<file path="src/rtl/smc_pkg.sv">
package smc_pkg;

    localparam logic [2:0] MODE_FREE   = 3'd0;
    localparam logic [2:0] MODE_ENC_A  = 3'd1;
    localparam logic [2:0] MODE_ENC_B  = 3'd2;
    localparam logic [2:0] MODE_ENC_AB = 3'd3;
    localparam logic [2:0] MODE_GATED  = 3'd5;
    localparam logic [2:0] MODE_TRIG   = 3'd6;

    typedef struct packed {
        logic go;
        logic up;
    } step_t;

    typedef struct packed {
        logic a;
        logic b;
    } quad_t;

    localparam step_t STEP_NONE = '{go: 1'b0, up: 1'b0};

    function automatic logic is_encoder(input logic [2:0] mode);
        return (mode == MODE_ENC_A) || (mode == MODE_ENC_B) || (mode == MODE_ENC_AB);
    endfunction

    function automatic logic is_clocked(input logic [2:0] mode);
        return (mode == MODE_FREE) || (mode == MODE_GATED) || (mode == MODE_TRIG);
    endfunction

    // One quadrature decision from the previous and current input pair.
    function automatic step_t quad_step(input quad_t prv, input quad_t cur,
                                        input logic use_a, input logic use_b);
        step_t s;
        logic  chg_a;
        logic  chg_b;
        chg_a = prv.a ^ cur.a;
        chg_b = prv.b ^ cur.b;
        s = STEP_NONE;
        if (use_a && chg_a && !chg_b) begin
            s.go = 1'b1;
            s.up = cur.a != cur.b;
        end else if (use_b && chg_b && !chg_a) begin
            s.go = 1'b1;
            s.up = cur.a == cur.b;
        end
        return s;
    endfunction

endpackage

</file>
<file path="src/rtl/smc_sync.sv">
module smc_sync #(
    parameter int N_BITS     = 3,
    parameter int SYNC_DEPTH = 2
) (
    input  logic              clk,
    input  logic              rst,
    input  logic [N_BITS-1:0] din,
    output logic [N_BITS-1:0] dout
);
    localparam int LAST = SYNC_DEPTH - 1;

    logic [N_BITS-1:0] stage [SYNC_DEPTH];

    always_ff @(posedge clk) begin
        if (rst) stage[0] <= '0;
        else     stage[0] <= din;
    end

    generate
        for (genvar g = 1; g < SYNC_DEPTH; g++) begin : g_stage
            always_ff @(posedge clk) begin
                if (rst) stage[g] <= '0;
                else     stage[g] <= stage[g-1];
            end
        end
    endgenerate

    assign dout = stage[LAST];
endmodule

</file>
<file path="src/rtl/smc_quad_dec.sv">
module smc_quad_dec
    import smc_pkg::*;
(
    input  logic       clk,
    input  logic       rst,
    input  logic [2:0] mode,
    input  quad_t      pins,
    output step_t      step
);
    quad_t prev_q;
    logic  use_a;
    logic  use_b;

    always_ff @(posedge clk) begin
        if (rst) prev_q <= '0;
        else     prev_q <= pins;
    end

    always_comb begin
        use_a = (mode == MODE_ENC_A) || (mode == MODE_ENC_AB);
        use_b = (mode == MODE_ENC_B) || (mode == MODE_ENC_AB);
        step  = quad_step(prev_q, pins, use_a, use_b);
    end
endmodule

</file>
<file path="src/rtl/smc_trig_ctrl.sv">
module smc_trig_ctrl
    import smc_pkg::*;
(
    input  logic       clk,
    input  logic       rst,
    input  logic [2:0] mode,
    input  logic       en,
    input  logic       down,
    input  logic       trig,
    output step_t      step
);
    logic trig_prev;
    logic trig_rise;
    logic running_q;
    logic running_d;

    assign trig_rise = trig && !trig_prev;
    assign running_d = en && (mode == MODE_TRIG) && (running_q || trig_rise);

    always_ff @(posedge clk) begin
        if (rst) begin
            trig_prev <= 1'b0;
            running_q <= 1'b0;
        end else begin
            trig_prev <= trig;
            running_q <= running_d;
        end
    end

    always_comb begin
        step    = STEP_NONE;
        step.up = !down;
        if (en) begin
            case (mode)
                MODE_FREE:  step.go = 1'b1;
                MODE_GATED: step.go = trig;
                MODE_TRIG:  step.go = running_q;
                default:    step.go = 1'b0;
            endcase
        end
    end
endmodule

</file>
<file path="src/rtl/smc_core.sv">
module smc_core
    import smc_pkg::*;
#(
    parameter int CNT_W = 16
) (
    input  logic             clk,
    input  logic             rst,
    input  logic             load,
    input  logic [CNT_W-1:0] preset,
    input  logic [CNT_W-1:0] reload,
    input  step_t            step,
    output logic [CNT_W-1:0] cnt
);
    localparam logic [CNT_W-1:0] ONE  = CNT_W'(1);
    localparam logic [CNT_W-1:0] ZERO = '0;

    logic [CNT_W-1:0] cnt_q;
    logic [CNT_W-1:0] cnt_step;

    always_comb begin
        if (step.up) cnt_step = (cnt_q == reload) ? ZERO : cnt_q + ONE;
        else         cnt_step = (cnt_q == ZERO) ? reload : cnt_q - ONE;
    end

    always_ff @(posedge clk) begin
        if (rst)          cnt_q <= ZERO;
        else if (load)    cnt_q <= preset;
        else if (step.go) cnt_q <= cnt_step;
    end

    assign cnt = cnt_q;
endmodule

</file>
<file path="src/rtl/slave_mode_counter.sv">
module slave_mode_counter
    import smc_pkg::*;
#(
    parameter int CNT_W      = 16,
    parameter int SYNC_DEPTH = 2
) (
    input  logic             clk,
    input  logic             rst,
    input  logic             cfg_en,
    input  logic [2:0]       cfg_mode,
    input  logic             cfg_down,
    input  logic [CNT_W-1:0] cfg_reload,
    input  logic             preset_load,
    input  logic [CNT_W-1:0] preset_val,
    input  logic             trig_in,
    input  logic             enc_a,
    input  logic             enc_b,
    output logic [CNT_W-1:0] cnt_value
);
    localparam int N_ASYNC = 3;

    logic [N_ASYNC-1:0] raw_in;
    logic [N_ASYNC-1:0] sync_in;
    quad_t              quad_s;
    step_t              enc_step;
    step_t              tim_step;
    step_t              sel_step;

    assign raw_in = {trig_in, enc_a, enc_b};

    smc_sync #(.N_BITS(N_ASYNC), .SYNC_DEPTH(SYNC_DEPTH)) u_sync (
        .clk  (clk),
        .rst  (rst),
        .din  (raw_in),
        .dout (sync_in)
    );

    assign quad_s.a = sync_in[1];
    assign quad_s.b = sync_in[0];

    smc_quad_dec u_quad (
        .clk  (clk),
        .rst  (rst),
        .mode (cfg_mode),
        .pins (quad_s),
        .step (enc_step)
    );

    smc_trig_ctrl u_trig (
        .clk  (clk),
        .rst  (rst),
        .mode (cfg_mode),
        .en   (cfg_en),
        .down (cfg_down),
        .trig (sync_in[2]),
        .step (tim_step)
    );

    always_comb begin
        if (is_encoder(cfg_mode))      sel_step = enc_step;
        else if (is_clocked(cfg_mode)) sel_step = tim_step;
        else                           sel_step = STEP_NONE;
    end

    smc_core #(.CNT_W(CNT_W)) u_core (
        .clk    (clk),
        .rst    (rst),
        .load   (preset_load),
        .preset (preset_val),
        .reload (cfg_reload),
        .step   (sel_step),
        .cnt    (cnt_value)
    );
endmodule

</file>
<file path="config.mk">
export PLATFORM = sky130hd
export DESIGN_NAME = slave_mode_counter
export DESIGN_NICKNAME = d
export VERILOG_FILES = /design/src/rtl/smc_pkg.sv /design/src/rtl/smc_sync.sv /design/src/rtl/smc_quad_dec.sv /design/src/rtl/smc_trig_ctrl.sv /design/src/rtl/smc_core.sv /design/src/rtl/slave_mode_counter.sv
export SDC_FILE = /design/constraint.sdc
export NUM_CORES = 1
export LEC_CHECK = 0
export BUFFER_PORTS_ARGS = -buffer_cell sky130_fd_sc_hd__buf_4
export CORE_MARGIN = 2
export CORE_UTILIZATION = 58
export DETAILED_ROUTE_END_ITERATION = 12
export GPL_TIMING_DRIVEN = 1
export PLACE_DENSITY = 0.83
export SETUP_SLACK_MARGIN = 0.2
export SLEW_MARGIN = 20
export SYNTH_ARGS = -nofsm -noshare
export SYNTH_HDL_FRONTEND = slang
export SYNTH_SLANG_ARGS = --single-unit
</file>
<file path="constraint.sdc">
create_clock -name clk -period 7 [get_ports clk]
set_clock_uncertainty 0.15 [all_clocks]
set_input_delay 0.7 -clock clk [delete_from_list [all_inputs] [get_ports clk]]
set_output_delay 0.7 -clock clk [all_outputs]
set_load 0.1 [all_outputs]
</file>
==> results.txt <==
RSZ-0062 raised after global routing: no
Post-CTS Setup Inserts: 0
DRC viols: 0
Sink Count: 26
Area of the multi-input gates: 1560 sq um
Final hold violation count: 0
FF+latch count, synth: 26
Max cap viols: 0
Lkg Pwr: 1.12 nW
Primary FF master, synth: dfxtp_1
Starting DRT DRC Count: 305
Status: finished clean
Total Routed Length: 6.47 mm
Hold Buf Count CTS: 0
Worst Hold Class: flop to flop
Total Routing Usage GR: 31.1%
Cell Pwr Density: 198 nW/um^2
Per-cell routed wire length: 17.5 um
Final Max Slew Viols: 0
I/O Buffers: 58
Worst-path cell chain: buf_4 -> nand2b_1 -> nor4_1 -> a221o_1 -> nand2_1 -> o311ai_1 -> a32o_1
TNS Setup: 0 ps
Fin cells: 370
Number of gates resized after CTS: 0
Post-synth EDFFs: 0
Synth Warn #: 0
Skew-Pair Late Insertion Delay: 280 ps
# rows: 22
Overall die width: 66.3 um
First-pass GRT wire length: 10.6 mm
Vias per inst: 6.63
Core region area: 3690 sq um
Max-slew headroom: 39.0%
Design area: 2690 sq um
Worst R2R End: u_core.cnt[3]$_SDFFE_PP0P_
Initial core utilization: 61.0%
Initial antenna violation count: 0
WP data required: 7080 ps
Endpoints failing setup: 0
Synth unique cells: 55
Clock buffer depth: 2
Reg2Reg Launch Point: u_sync.stage[1][0]$_SDFF_PP0_
Hold Crit Endpoint: u_sync.stage[1][2]$_SDFF_PP0_
Tmin final: 3070 ps
Hold Startpoint: u_sync.stage[0][2]$_SDFF_PP0_
Layout cells sized above 1: 21.1%
Area Growth Syn to Fin: 19.5%
Routed via count: 2453
GPL Wtd Cong: 0.882
FMAX: 325 MHz
CP startpoint: cfg_mode[2]
Antenna viol nets, final: 0
Inserted Diodes: 0
Synthesized cell area: 2250 sq um
Die Ht: 66.3 um
Post-Synthesis Cells: 289
Placed cell areas: 2620 sq um
Dpl cells: 366
Syn Nets: 335
Root buf cell: clkbuf_8
Initial DRT Pass Iterations: 6
Slowest-stage cell, CP: a221o_1
Arrival @ worst endpoint: 3150 ps
Period utilization: 43.9%
Slew @ Worst Pin: 912 ps
Startpoint Class: input pin
FFs w/ async S/R, synth: 0%
Reg2reg setup slack: 4000 ps
Filler instances: 311
Most frequent cells in the layout: buf_4 (58), xor2_1 (27), dfxtp_1 (26), nor2_1 (20), nand3_1 (16)
Overflow after GRT: 0
Peak supply drop: 0.169 mV
Reg area: 520 sq um
Clk pin slew, worst setup/hold paths: 100 ps
CTS H-tree depth: 1
Largest net degree at the start of global routing: 21
Vias in the first global route: 2263
CTS Buf Count: 3
Worst R2R Path Depth: 6
Max FO, Critical Path: 20
Mapped Avg Cell Area: 7.78 sq um
# IOs: 59
CTS tree: yes
Sequential fraction of the synthesis area: 23.1%
CP peak stage delay: 640 ps
Full die area: 4390 sq um
Worst hold stages: 1
Post-DP HPWL: 4.62 mm
WS Path Type: input pin to flop
Critical path endpoint category: flop
Final Net Count: 369
Most common cell after layout, fill and taps aside: buf_4
[cell type report]
type,count,area share (%)
multi-input combinational,223,58.0
sequential,26,19.4
timing repair buffer,58,16.2
tap,48,2.23
clock buffer,3,1.54
inverter,11,1.54
clock inverter,1,1.12
[through the flow]
stage	util, %	worst slack [ps]	hold slack, ps	power [mW]
floorplan	-	4100	264	0.350
global placement	71.0	3810	268	0.401
detailed placement	71.0	3720	276	0.404
CTS	72.9	4010	298	0.529
global route	72.9	3810	320	0.559
finish	72.9	3930	292	0.532
[report_power, final]
| group | internal (mW) | switching, mW |
|---|---|---|
| clock network | 0.0765 | 0.0506 |
| registers | 0.158 | 0.0267 |
| logic | 0.0809 | 0.139 |
| total | 0.316 | 0.217 |
[registers in the layout, summed over array words and instances, names as in the netlist]
signal,cells
u_sync.stage,6
u_core.cnt,16
u_trig.running_q,1
u_trig.trig_prev,1
u_quad.prev_q,2
[critical path: cells and delay by family]
kind | cells | cell delay, ps
buffers and inverters | 1 | 130
and+or+nand+nor | 3 | 1030
AOI/OAI and AO/OA | 3 | 1270
[worst max-delay path by stage]
stage	end	slack (ps)
floorplan	u_core.cnt[11]$_SDFFE_PP0P_	4100
CTS	u_core.cnt[3]$_SDFFE_PP0P_	4010
global placement	u_core.cnt[3]$_SDFFE_PP0P_	3810
finish	u_core.cnt[3]$_SDFFE_PP0P_	3930
global route	u_core.cnt[15]$_SDFFE_PP0P_	3810
detailed placement	u_core.cnt[15]$_SDFFE_PP0P_	3720
[synthesized netlist by cell type, types with 3 or more instances]
master	count	area share (%)
a21oi_1	10	2.2
and3_1	4	1.1
buf_2	9	2.0
clkbuf_1	19	3.2
dfxtp_1	26	23
ha_1	3	1.7
inv_1	11	1.8
mux2i_1	4	1.8
nand2_1	11	1.8
nand2b_1	5	1.4
nand3_1	16	3.6
nand4_1	5	1.4
nand4b_1	3	1.2
nor2_1	20	3.3
nor2b_1	9	2.5
nor3_1	14	3.1
nor4_1	5	1.4
o2111a_1	6	3.0
o21ai_0	12	2.7
o221ai_1	7	2.7
o22a_1	3	1.2
o22ai_1	5	1.4
o32a_1	3	1.3
or3_1	7	1.9
xnor2_1	10	3.9
xor2_1	27	11
[logic make-up after synthesis]
family | count (synthesis) | share of synthesized area [%]
AND/OR/NAND/NOR | 108 | 27.1
AO/OA/AOI/OAI | 71 | 24.4
buffers and inverters | 40 | 7.51
XOR/XNOR | 37 | 14.4
flip-flops | 26 | 23.1
multiplexers | 4 | 1.78
adder cells (fa/ha/maj) | 3 | 1.67
[per-layer routing]
metal,part of all wire (%),track usage (%),vias to the layer above
li1,-,-,1134
met1,44,41.3,1173
met2,47,50.9,125
met3,7.1,4.94,21
met4,2.5,10.2,0
met5,0,0,-
Power figures use the tool's default switching activity.
